<file path="src/rtl/wdk_pkg.sv">
// Package: shared constants, key words and the key sequencer state type
// for the keyed watchdog. Assumes a 16-bit data bus with 3-bit word addresses.
package wdk_pkg;
    localparam int ADDR_W = 3;

    localparam logic [ADDR_W-1:0] A_CTRL = 3'd0;
    localparam logic [ADDR_W-1:0] A_STAT = 3'd1;
    localparam logic [ADDR_W-1:0] A_TOV  = 3'd2;
    localparam logic [ADDR_W-1:0] A_WIN  = 3'd3;
    localparam logic [ADDR_W-1:0] A_KEY  = 3'd4;

    localparam logic [15:0] UNLOCK_W1  = 16'h20C5;
    localparam logic [15:0] UNLOCK_W2  = 16'h28D9;
    localparam logic [15:0] SERVICE_W1 = 16'h02A6;
    localparam logic [15:0] SERVICE_W2 = 16'hB480;

    localparam int CTL_EN  = 0;
    localparam int CTL_UPD = 1;
    localparam int CTL_CLK = 2;

    typedef enum logic [1:0] {KS_IDLE, KS_UNLOCK, KS_SERVICE} key_state_e;

    // Swap the two bytes of a big-endian register value
    function automatic logic [15:0] swap16(input logic [15:0] v);
        return {v[7:0], v[15:8]};
    endfunction
endpackage

</file>
<file path="src/rtl/wdk_key_seq.sv">
// Key sequencer: decodes writes to the key register into unlock and service
// pulses, and flags any malformed, narrow, wrong or late key word.
// Assumes key_wr is high only for a write to the key address with a byte lane set.
module wdk_key_seq
    import wdk_pkg::*;
#(
    parameter int KEY_GAP = 16
) (
    input  logic        clk,
    input  logic        rst_n,
    input  logic        key_wr,
    input  logic [1:0]  key_be,
    input  logic [15:0] key_data,
    input  logic        early_i,
    output logic        unlock_o,
    output logic        service_o,
    output logic        fault_o
);
    localparam int GAP_W = $clog2(KEY_GAP + 1);

    key_state_e        state_q, state_d;
    logic [GAP_W-1:0]  gap_q, gap_d;
    logic              full_w;

    assign full_w = (key_be == 2'b11);

    // Next-state decode of the key sequence and fault detection
    always_comb begin
        state_d   = state_q;
        gap_d     = gap_q;
        unlock_o  = 1'b0;
        service_o = 1'b0;
        fault_o   = 1'b0;
        case (state_q)
            KS_IDLE: begin
                if (key_wr) begin
                    if (!full_w) begin
                        fault_o = 1'b1;
                    end else if (key_data == UNLOCK_W1) begin
                        state_d = KS_UNLOCK;
                        gap_d   = '0;
                    end else if (key_data == SERVICE_W1) begin
                        state_d = KS_SERVICE;
                        gap_d   = '0;
                    end else begin
                        fault_o = 1'b1;
                    end
                end
            end
            default: begin
                if (key_wr) begin
                    state_d = KS_IDLE;
                    gap_d   = '0;
                    if (!full_w) begin
                        fault_o = 1'b1;
                    end else if (state_q == KS_UNLOCK && key_data == UNLOCK_W2) begin
                        unlock_o = 1'b1;
                    end else if (state_q == KS_SERVICE && key_data == SERVICE_W2) begin
                        if (early_i) fault_o = 1'b1;
                        else         service_o = 1'b1;
                    end else begin
                        fault_o = 1'b1;
                    end
                end else if (gap_q == GAP_W'(KEY_GAP - 1)) begin
                    fault_o = 1'b1;
                    state_d = KS_IDLE;
                    gap_d   = '0;
                end else begin
                    gap_d = gap_q + 1'b1;
                end
            end
        endcase
    end

    // Register the sequence state and the inter-word gap count
    always_ff @(posedge clk) begin
        if (!rst_n) begin
            state_q <= KS_IDLE;
            gap_q   <= '0;
        end else begin
            state_q <= state_d;
            gap_q   <= gap_d;
        end
    end


    gap_bound_chk: assert property (@(posedge clk) disable iff (!rst_n)
        gap_q < GAP_W'(KEY_GAP));


    gap_idle_chk: assert property (@(posedge clk) disable iff (!rst_n)
        (state_q == KS_IDLE) |-> (gap_q == '0));
endmodule

</file>
<file path="src/rtl/wdk_cfg_regs.sv">
// Configuration registers: control, limit, window and timeout flag, with
// the unlock-window gate and the update-allow lock. Assumes unlock_i is
// a one-cycle pulse from the key sequencer.
module wdk_cfg_regs
    import wdk_pkg::*;
#(
    parameter int CFG_OPEN = 128
) (
    input  logic              clk,
    input  logic              rst_n,
    input  logic              wr,
    input  logic [ADDR_W-1:0] addr,
    input  logic [1:0]        be,
    input  logic [15:0]       wdata,
    input  logic              unlock_i,
    input  logic              expire_i,
    output logic              ctl_en,
    output logic              ctl_upd,
    output logic              ctl_clk,
    output logic [15:0]       tov_raw,
    output logic [15:0]       win_raw,
    output logic              tmo_flag
);
    localparam int OPEN_W = $clog2(CFG_OPEN + 1);

    logic [OPEN_W-1:0] open_q;
    logic              cfg_we;
    logic              expire_q;
    logic              flag_clr;

    assign cfg_we   = wr && (open_q != '0) && ctl_upd;
    assign flag_clr = wr && (addr == A_STAT) && be[0] && wdata[0];

    // Count down the configuration window opened by an unlock
    always_ff @(posedge clk) begin
        if (!rst_n)                  open_q <= '0;
        else if (unlock_i && ctl_upd) open_q <= OPEN_W'(CFG_OPEN);
        else if (open_q != '0)       open_q <= open_q - 1'b1;
    end

    // Accept gated configuration writes byte lane by byte lane
    always_ff @(posedge clk) begin
        if (!rst_n) begin
            ctl_en  <= 1'b0;
            ctl_upd <= 1'b1;
            ctl_clk <= 1'b0;
            tov_raw <= 16'hFFFF;
            win_raw <= 16'h0000;
        end else if (cfg_we) begin
            case (addr)
                A_CTRL: begin
                    if (be[0]) begin
                        ctl_en  <= wdata[CTL_EN];
                        ctl_upd <= wdata[CTL_UPD];
                        ctl_clk <= wdata[CTL_CLK];
                    end
                end
                A_TOV: begin
                    if (be[0]) tov_raw[7:0]  <= wdata[7:0];
                    if (be[1]) tov_raw[15:8] <= wdata[15:8];
                end
                A_WIN: begin
                    if (be[0]) win_raw[7:0]  <= wdata[7:0];
                    if (be[1]) win_raw[15:8] <= wdata[15:8];
                end
                default: ;
            endcase
        end
    end

    // Set the timeout flag on the rising edge of expiry, clear on write-one
    always_ff @(posedge clk) begin
        if (!rst_n) begin
            expire_q <= 1'b0;
            tmo_flag <= 1'b0;
        end else begin
            expire_q <= expire_i;
            if (expire_i && !expire_q) tmo_flag <= 1'b1;
            else if (flag_clr)         tmo_flag <= 1'b0;
        end
    end


    open_bound_chk: assert property (@(posedge clk) disable iff (!rst_n)
        open_q <= OPEN_W'(CFG_OPEN));


    tov_guard_chk: assert property (@(posedge clk) disable iff (!rst_n)
        (wr && addr == A_TOV && open_q == '0) |=> $stable(tov_raw));


    upd_sticky_chk: assert property (@(posedge clk) disable iff (!rst_n)
        !ctl_upd |=> !ctl_upd);


    flag_set_chk: assert property (@(posedge clk) disable iff (!rst_n)
        (expire_i && !expire_q) |=> tmo_flag);
endmodule

</file>
<file path="src/rtl/wdk_counter.sv">
// Timeout counter: selects the count source, counts toward the byte-swapped
// limit and compares against the byte-swapped window bound. Assumes tick is
// a one-cycle pulse synchronous to clk.
module wdk_counter
    import wdk_pkg::*;
#(
    parameter int CNT_W = 16
) (
    input  logic        clk,
    input  logic        rst_n,
    input  logic        en,
    input  logic        clk_sel,
    input  logic        tick,
    input  logic [15:0] tov_raw,
    input  logic [15:0] win_raw,
    input  logic        service_i,
    output logic        expire_o,
    output logic        early_o
);
    logic [CNT_W-1:0] cnt_q;
    logic [CNT_W-1:0] tov_eff;
    logic [CNT_W-1:0] win_eff;
    logic             step;

    assign tov_eff = CNT_W'(swap16(tov_raw));
    assign win_eff = CNT_W'(swap16(win_raw));
    assign step    = clk_sel ? tick : 1'b1;

    // Advance the count, clear it on service or while disabled
    always_ff @(posedge clk) begin
        if (!rst_n)                      cnt_q <= '0;
        else if (!en || service_i)       cnt_q <= '0;
        else if (step && cnt_q < tov_eff) cnt_q <= cnt_q + 1'b1;
    end

    // Compare the count against the limit and the window bound
    always_comb begin
        expire_o = en && (cnt_q >= tov_eff);
        early_o  = (win_eff != '0) && (cnt_q < win_eff);
    end


    service_clear_chk: assert property (@(posedge clk) disable iff (!rst_n)
        service_i |=> (cnt_q == '0));


    tick_hold_chk: assert property (@(posedge clk) disable iff (!rst_n)
        (clk_sel && !tick && !service_i) |=> (cnt_q == $past(cnt_q) || cnt_q == '0));
endmodule

</file>
<file path="src/rtl/keyed_wdog.sv">
// Keyed watchdog top: decodes the register bus, joins the key sequencer,
// configuration registers and counter, and holds the sticky reset request.
// Assumes single-cycle writes and a combinational read path.
module keyed_wdog
    import wdk_pkg::*;
#(
    parameter int KEY_GAP  = 16,
    parameter int CFG_OPEN = 128
) (
    input  logic              clk,
    input  logic              rst_n,
    input  logic              tick_1k,
    input  logic              bus_wr,
    input  logic [ADDR_W-1:0] bus_addr,
    input  logic [1:0]        bus_be,
    input  logic [15:0]       bus_wdata,
    output logic [15:0]       bus_rdata,
    output logic              wdog_rst_req
);
    logic        key_wr;
    logic        unlock_p, service_p, key_fault;
    logic        expire, early;
    logic        ctl_en, ctl_upd, ctl_clk, tmo_flag;
    logic [15:0] tov_raw, win_raw;

    assign key_wr = bus_wr && (bus_addr == A_KEY) && (bus_be != 2'b00);

    wdk_key_seq #(.KEY_GAP(KEY_GAP)) u_key (
        .clk       (clk),
        .rst_n     (rst_n),
        .key_wr    (key_wr),
        .key_be    (bus_be),
        .key_data  (bus_wdata),
        .early_i   (early),
        .unlock_o  (unlock_p),
        .service_o (service_p),
        .fault_o   (key_fault)
    );

    wdk_cfg_regs #(.CFG_OPEN(CFG_OPEN)) u_cfg (
        .clk      (clk),
        .rst_n    (rst_n),
        .wr       (bus_wr),
        .addr     (bus_addr),
        .be       (bus_be),
        .wdata    (bus_wdata),
        .unlock_i (unlock_p),
        .expire_i (expire),
        .ctl_en   (ctl_en),
        .ctl_upd  (ctl_upd),
        .ctl_clk  (ctl_clk),
        .tov_raw  (tov_raw),
        .win_raw  (win_raw),
        .tmo_flag (tmo_flag)
    );

    wdk_counter #(.CNT_W(16)) u_cnt (
        .clk       (clk),
        .rst_n     (rst_n),
        .en        (ctl_en),
        .clk_sel   (ctl_clk),
        .tick      (tick_1k),
        .tov_raw   (tov_raw),
        .win_raw   (win_raw),
        .service_i (service_p),
        .expire_o  (expire),
        .early_o   (early)
    );

    // Latch any fault or expiry into the sticky reset request
    always_ff @(posedge clk) begin
        if (!rst_n) wdog_rst_req <= 1'b0;
        else        wdog_rst_req <= wdog_rst_req | key_fault | expire;
    end

    // Drive read data for the addressed register
    always_comb begin
        case (bus_addr)
            A_CTRL:  bus_rdata = {13'd0, ctl_clk, ctl_upd, ctl_en};
            A_STAT:  bus_rdata = {15'd0, tmo_flag};
            A_TOV:   bus_rdata = tov_raw;
            A_WIN:   bus_rdata = win_raw;
            default: bus_rdata = 16'h0000;
        endcase
    end


    req_sticky_chk: assert property (@(posedge clk) disable iff (!rst_n)
        wdog_rst_req |=> wdog_rst_req);


    narrow_key_chk: assert property (@(posedge clk) disable iff (!rst_n)
        (bus_wr && bus_addr == A_KEY && (bus_be == 2'b01 || bus_be == 2'b10)) |=> wdog_rst_req);


    expire_req_chk: assert property (@(posedge clk) disable iff (!rst_n)
        expire |=> wdog_rst_req);
endmodule

</file>
<file path="config.mk">
export PLATFORM = sky130hd
export DESIGN_NAME = keyed_wdog
export DESIGN_NICKNAME = d
export VERILOG_FILES = /design/src/rtl/wdk_pkg.sv /design/src/rtl/wdk_key_seq.sv /design/src/rtl/wdk_cfg_regs.sv /design/src/rtl/wdk_counter.sv /design/src/rtl/keyed_wdog.sv
export SDC_FILE = /design/constraint.sdc
export NUM_CORES = 1
export LEC_CHECK = 0
export BUFFER_PORTS_ARGS = -buffer_cell sky130_fd_sc_hd__buf_2
export CORE_ASPECT_RATIO = 0.7
export CORE_MARGIN = 3
export CORE_UTILIZATION = 35
export DETAILED_ROUTE_END_ITERATION = 8
export PLACE_DENSITY = 0.59
export SLEW_MARGIN = 0
export SYNTH_ARGS = -nofsm -noshare
export SYNTH_HDL_FRONTEND = slang
export SYNTH_SLANG_ARGS = --single-unit
</file>
<file path="constraint.sdc">
create_clock -name clk -period 6.5 [get_ports clk]
set_input_delay 0.65 -clock clk [delete_from_list [all_inputs] [get_ports clk]]
set_output_delay 0.65 -clock clk [all_outputs]
set_load 0.1 [all_outputs]
</file>
==> metrics.yaml <==
clk_pin_slew_ns: 0.06
synth-seq-cells: 69
rsz0062_at_grt: "no"
finClkSkew_ns: 0.00633
drv_slew: 0
cp.buffers_inverters: 1
fin_ws_ns: 3.73
die_area_um2: 12900
dieHeight_um: 95.8
r2r-start: "u_cfg.tov_raw[3]$_SDFFE_PN1P_"
grt_antenna_before_repair: 0
fp.dieW_um: 134
rows: 32
hold_path_depth: 2
synth-seq-area-share_pct: 34.3
cts_tree: "done"
final_core_util_pct: 42.3
syn_nets: 550
cp_slowest_stage_delay_ns: 0.73
synthTopCellsByArea: "dfxtp_1, ha_1, nand3_1, mux2i_1, nand2_1"
stdcell_count: 689
via_count: 3620
reg2reg_slack_ns: 3.73
initialDrtViolationCount: 272
p_leak_nw: 2.10
cts.repair.resized: 0
cp_max_fo: 6
ctsHoldBuffers: 0
hpwlAfterDp_um: 8510
syn-cell-area_um2: 4030
synth_top_cell_area_share_pct: 34.3
arrival_ns: 2.99
worstReg2RegEnd: "u_cnt.cnt_q[13]$_SDFFE_PP0P_"
crit_path_end_kind: "flip-flop"
h-tree-depth: 3
crit_type: "flip-flop to flip-flop"
setup_viol: 0
worstSetupPathDepth: 9
cts.sinks: 69
finalNetCount: 590
busiest_layer: "met2"
place_ws_ns: 3.50
core_um2: 11100
wire_per_inst_um: 16.2
powerDensity_nw_per_um2: 258
yosysMostFrequentCell: "dfxtp_1"
dominantRegCellSynth: "dfxtp_1"
drc: 0
crit_chain: "inv_1 -> ha_1 -> a21oi_1 -> o21ai_0 -> a221oi_1 -> nand3_1 -> nor3_1 -> xnor2_1 -> nor2_1"
gp_congestion: 0.848
start_util_pct: 36.2
portBuffers: 41
clockBufferDepth: 2
use_met2_pct: 27.5
synthToLayoutAreaGrowth_pct: 16.9
cts_buffers: 9
insertion_delay_ns: 0.34
antenna_cells: 0
fmax_mhz: 361
status: "finished clean"
max-cap-violations: 0
ff2ff_path_depth: 9
whs_endpoint: "u_key.gap_q[4]$_SDFFE_PN0P_"
wl_um: 11100
io_pins: 42
synth_warnings: 0
grt_pass1_wl_um: 18600
cp_top_family: "compound AO/OA/AOI/OAI gates"
slew_headroom_pct: 45.1
hold_viol: 0
grt_usage_pct: 18.5
crit_required_ns: 6.72
layout_min_cycle_time_ns: 2.77
place_inst: 673
syn_area_per_cell_um2: 8.20
post_cts_buffers: 0
ys_top_cells_by_count: "dfxtp_1, nand2_1, nor2_1"
grt_max_degree: 47
gr-usage-met1_pct: 26.5
syn_inst: 491
grt_overflow_total: 0
finalCritPeriodShare_pct: 42.6
drt-vias-per-instance: 5.25
drt-pass1-iter-count: 4
use_met3_pct: 5.96
slowest_stage: "a221oi_1"
synth_cell_types: 48
ys_async_sr_fraction_pct: 0
cp-start-kind: "flip-flop"
ant_nets: 0
p_total_mw: 1.21
hold_path.class: "flip-flop to flip-flop"
grt_pass1_vias: 3505
cts_root_buf: "clkbuf_16"
worstMarginPinSlew_ns: 0.823
peakVddDrop_uv: 116
setup_tns_ns: 0
synth_edf_count: 0
min_from: "u_key.gap_q[4]$_SDFFE_PN0P_"
synth_top_area_cell: "dfxtp_1"
drive_above_1_share_pct: 12.5
## where the power goes
part / internal [mW] / switching, mW
sequential: 0.451 / 0.0241
combinational: 0.0836 / 0.144
clock: 0.326 / 0.184
## through the flow
step           hold WS (ns)  instance area [um^2]
2_1_floorplan         0.422                  4030
3_3_place_gp          0.436                  4400
3_5_place_dp          0.444                  4400
4_1_cts               0.451                  4710
5_1_grt               0.486                  4710
6_report              0.452                  4710
## cell type report
class | instances | area (um^2)
Fill cell | 1181 | 6420
Multi-Input combinational cell | 365 | 2440
Sequential cell | 69 | 1380
Clock buffer | 12 | 267
Timing Repair Buffer | 44 | 228
Tap cell | 153 | 191
Inverter | 42 | 158
Clock inverter | 4 | 45.0
## flip-flops by register name, indices dropped and copies added, names as in the netlist
signal / cells
u_cfg.win_raw: 16
u_key.gap_q: 5
u_cfg.ctl_clk: 1
wdog_rst_req: 1
u_cfg.ctl_upd: 1
u_cfg.expire_q: 1
u_cnt.cnt_q: 16
u_cfg.tov_raw: 16
u_cfg.open_q: 8
u_cfg.ctl_en: 1
u_key.state_q: 2
u_cfg.tmo_flag: 1
## worst max-delay path by stage
stage | slack, ns | end | startpoint
after global routing | 3.38 | u_cnt.cnt_q[13]$_SDFFE_PP0P_ | u_cnt.cnt_q[11]$_SDFFE_PP0P_
after detailed placement | 3.50 | wdog_rst_req$_SDFF_PN0_ | bus_wdata[14]
after CTS | 3.69 | u_cnt.cnt_q[13]$_SDFFE_PP0P_ | u_cnt.cnt_q[11]$_SDFFE_PP0P_
after floorplan | 3.34 | bus_rdata[0] | bus_addr[0]
after global placement | 3.52 | wdog_rst_req$_SDFF_PN0_ | bus_wdata[14]
final | 3.73 | u_cnt.cnt_q[13]$_SDFFE_PP0P_ | u_cfg.tov_raw[3]$_SDFFE_PN1P_
## placed cells by master (no fill, tap or decap), types with 3 or more instances in the layout
master,instances
inv_1,42
nor4bb_1,3
ha_1,34
nand3_1,43
nor2b_1,11
and2_1,4
buf_4,3
nand2b_1,4
buf_2,41
nor3_1,10
xnor2_1,18
a31oi_1,3
o21ai_0,13
a22o_1,13
a21oi_1,13
nand4_1,5
a21o_1,4
clkbuf_8,3
dfxtp_1,69
and4_1,4
nor2_1,51
a211oi_1,4
nand2_1,53
nand3b_1,3
a21boi_0,12
nor4_1,8
mux2i_1,21
clkinv_2,3
xor2_1,3
clkbuf_16,9
## cell families (layout without fill, tap and decap cells)
family	count (synthesis)	in the layout	synth area share, %
adder cells (fa/ha/maj)	34	34	10.6
AND/OR/NAND/NOR	210	210	25.9
multiplexers	22	22	5.78
XOR/XNOR	21	21	4.57
flip-flops	69	69	34.3
buffers and inverters	57	102	5.31
AO/OA/AOI/OAI	78	78	13.6
## routing by layer
metal	wire length, um	vias to the layer above
li1	-	1806
met3	894	7
met5	0	-
met4	76	0
met2	4470	96
met1	5700	1711
## worst min-delay path, cell delays in order (launching register included)
cell and delay (ns):
dfxtp_1 0.32, nand2_1 0.06, a21oi_1 0.03
Power figures use the tool's default switching activity.
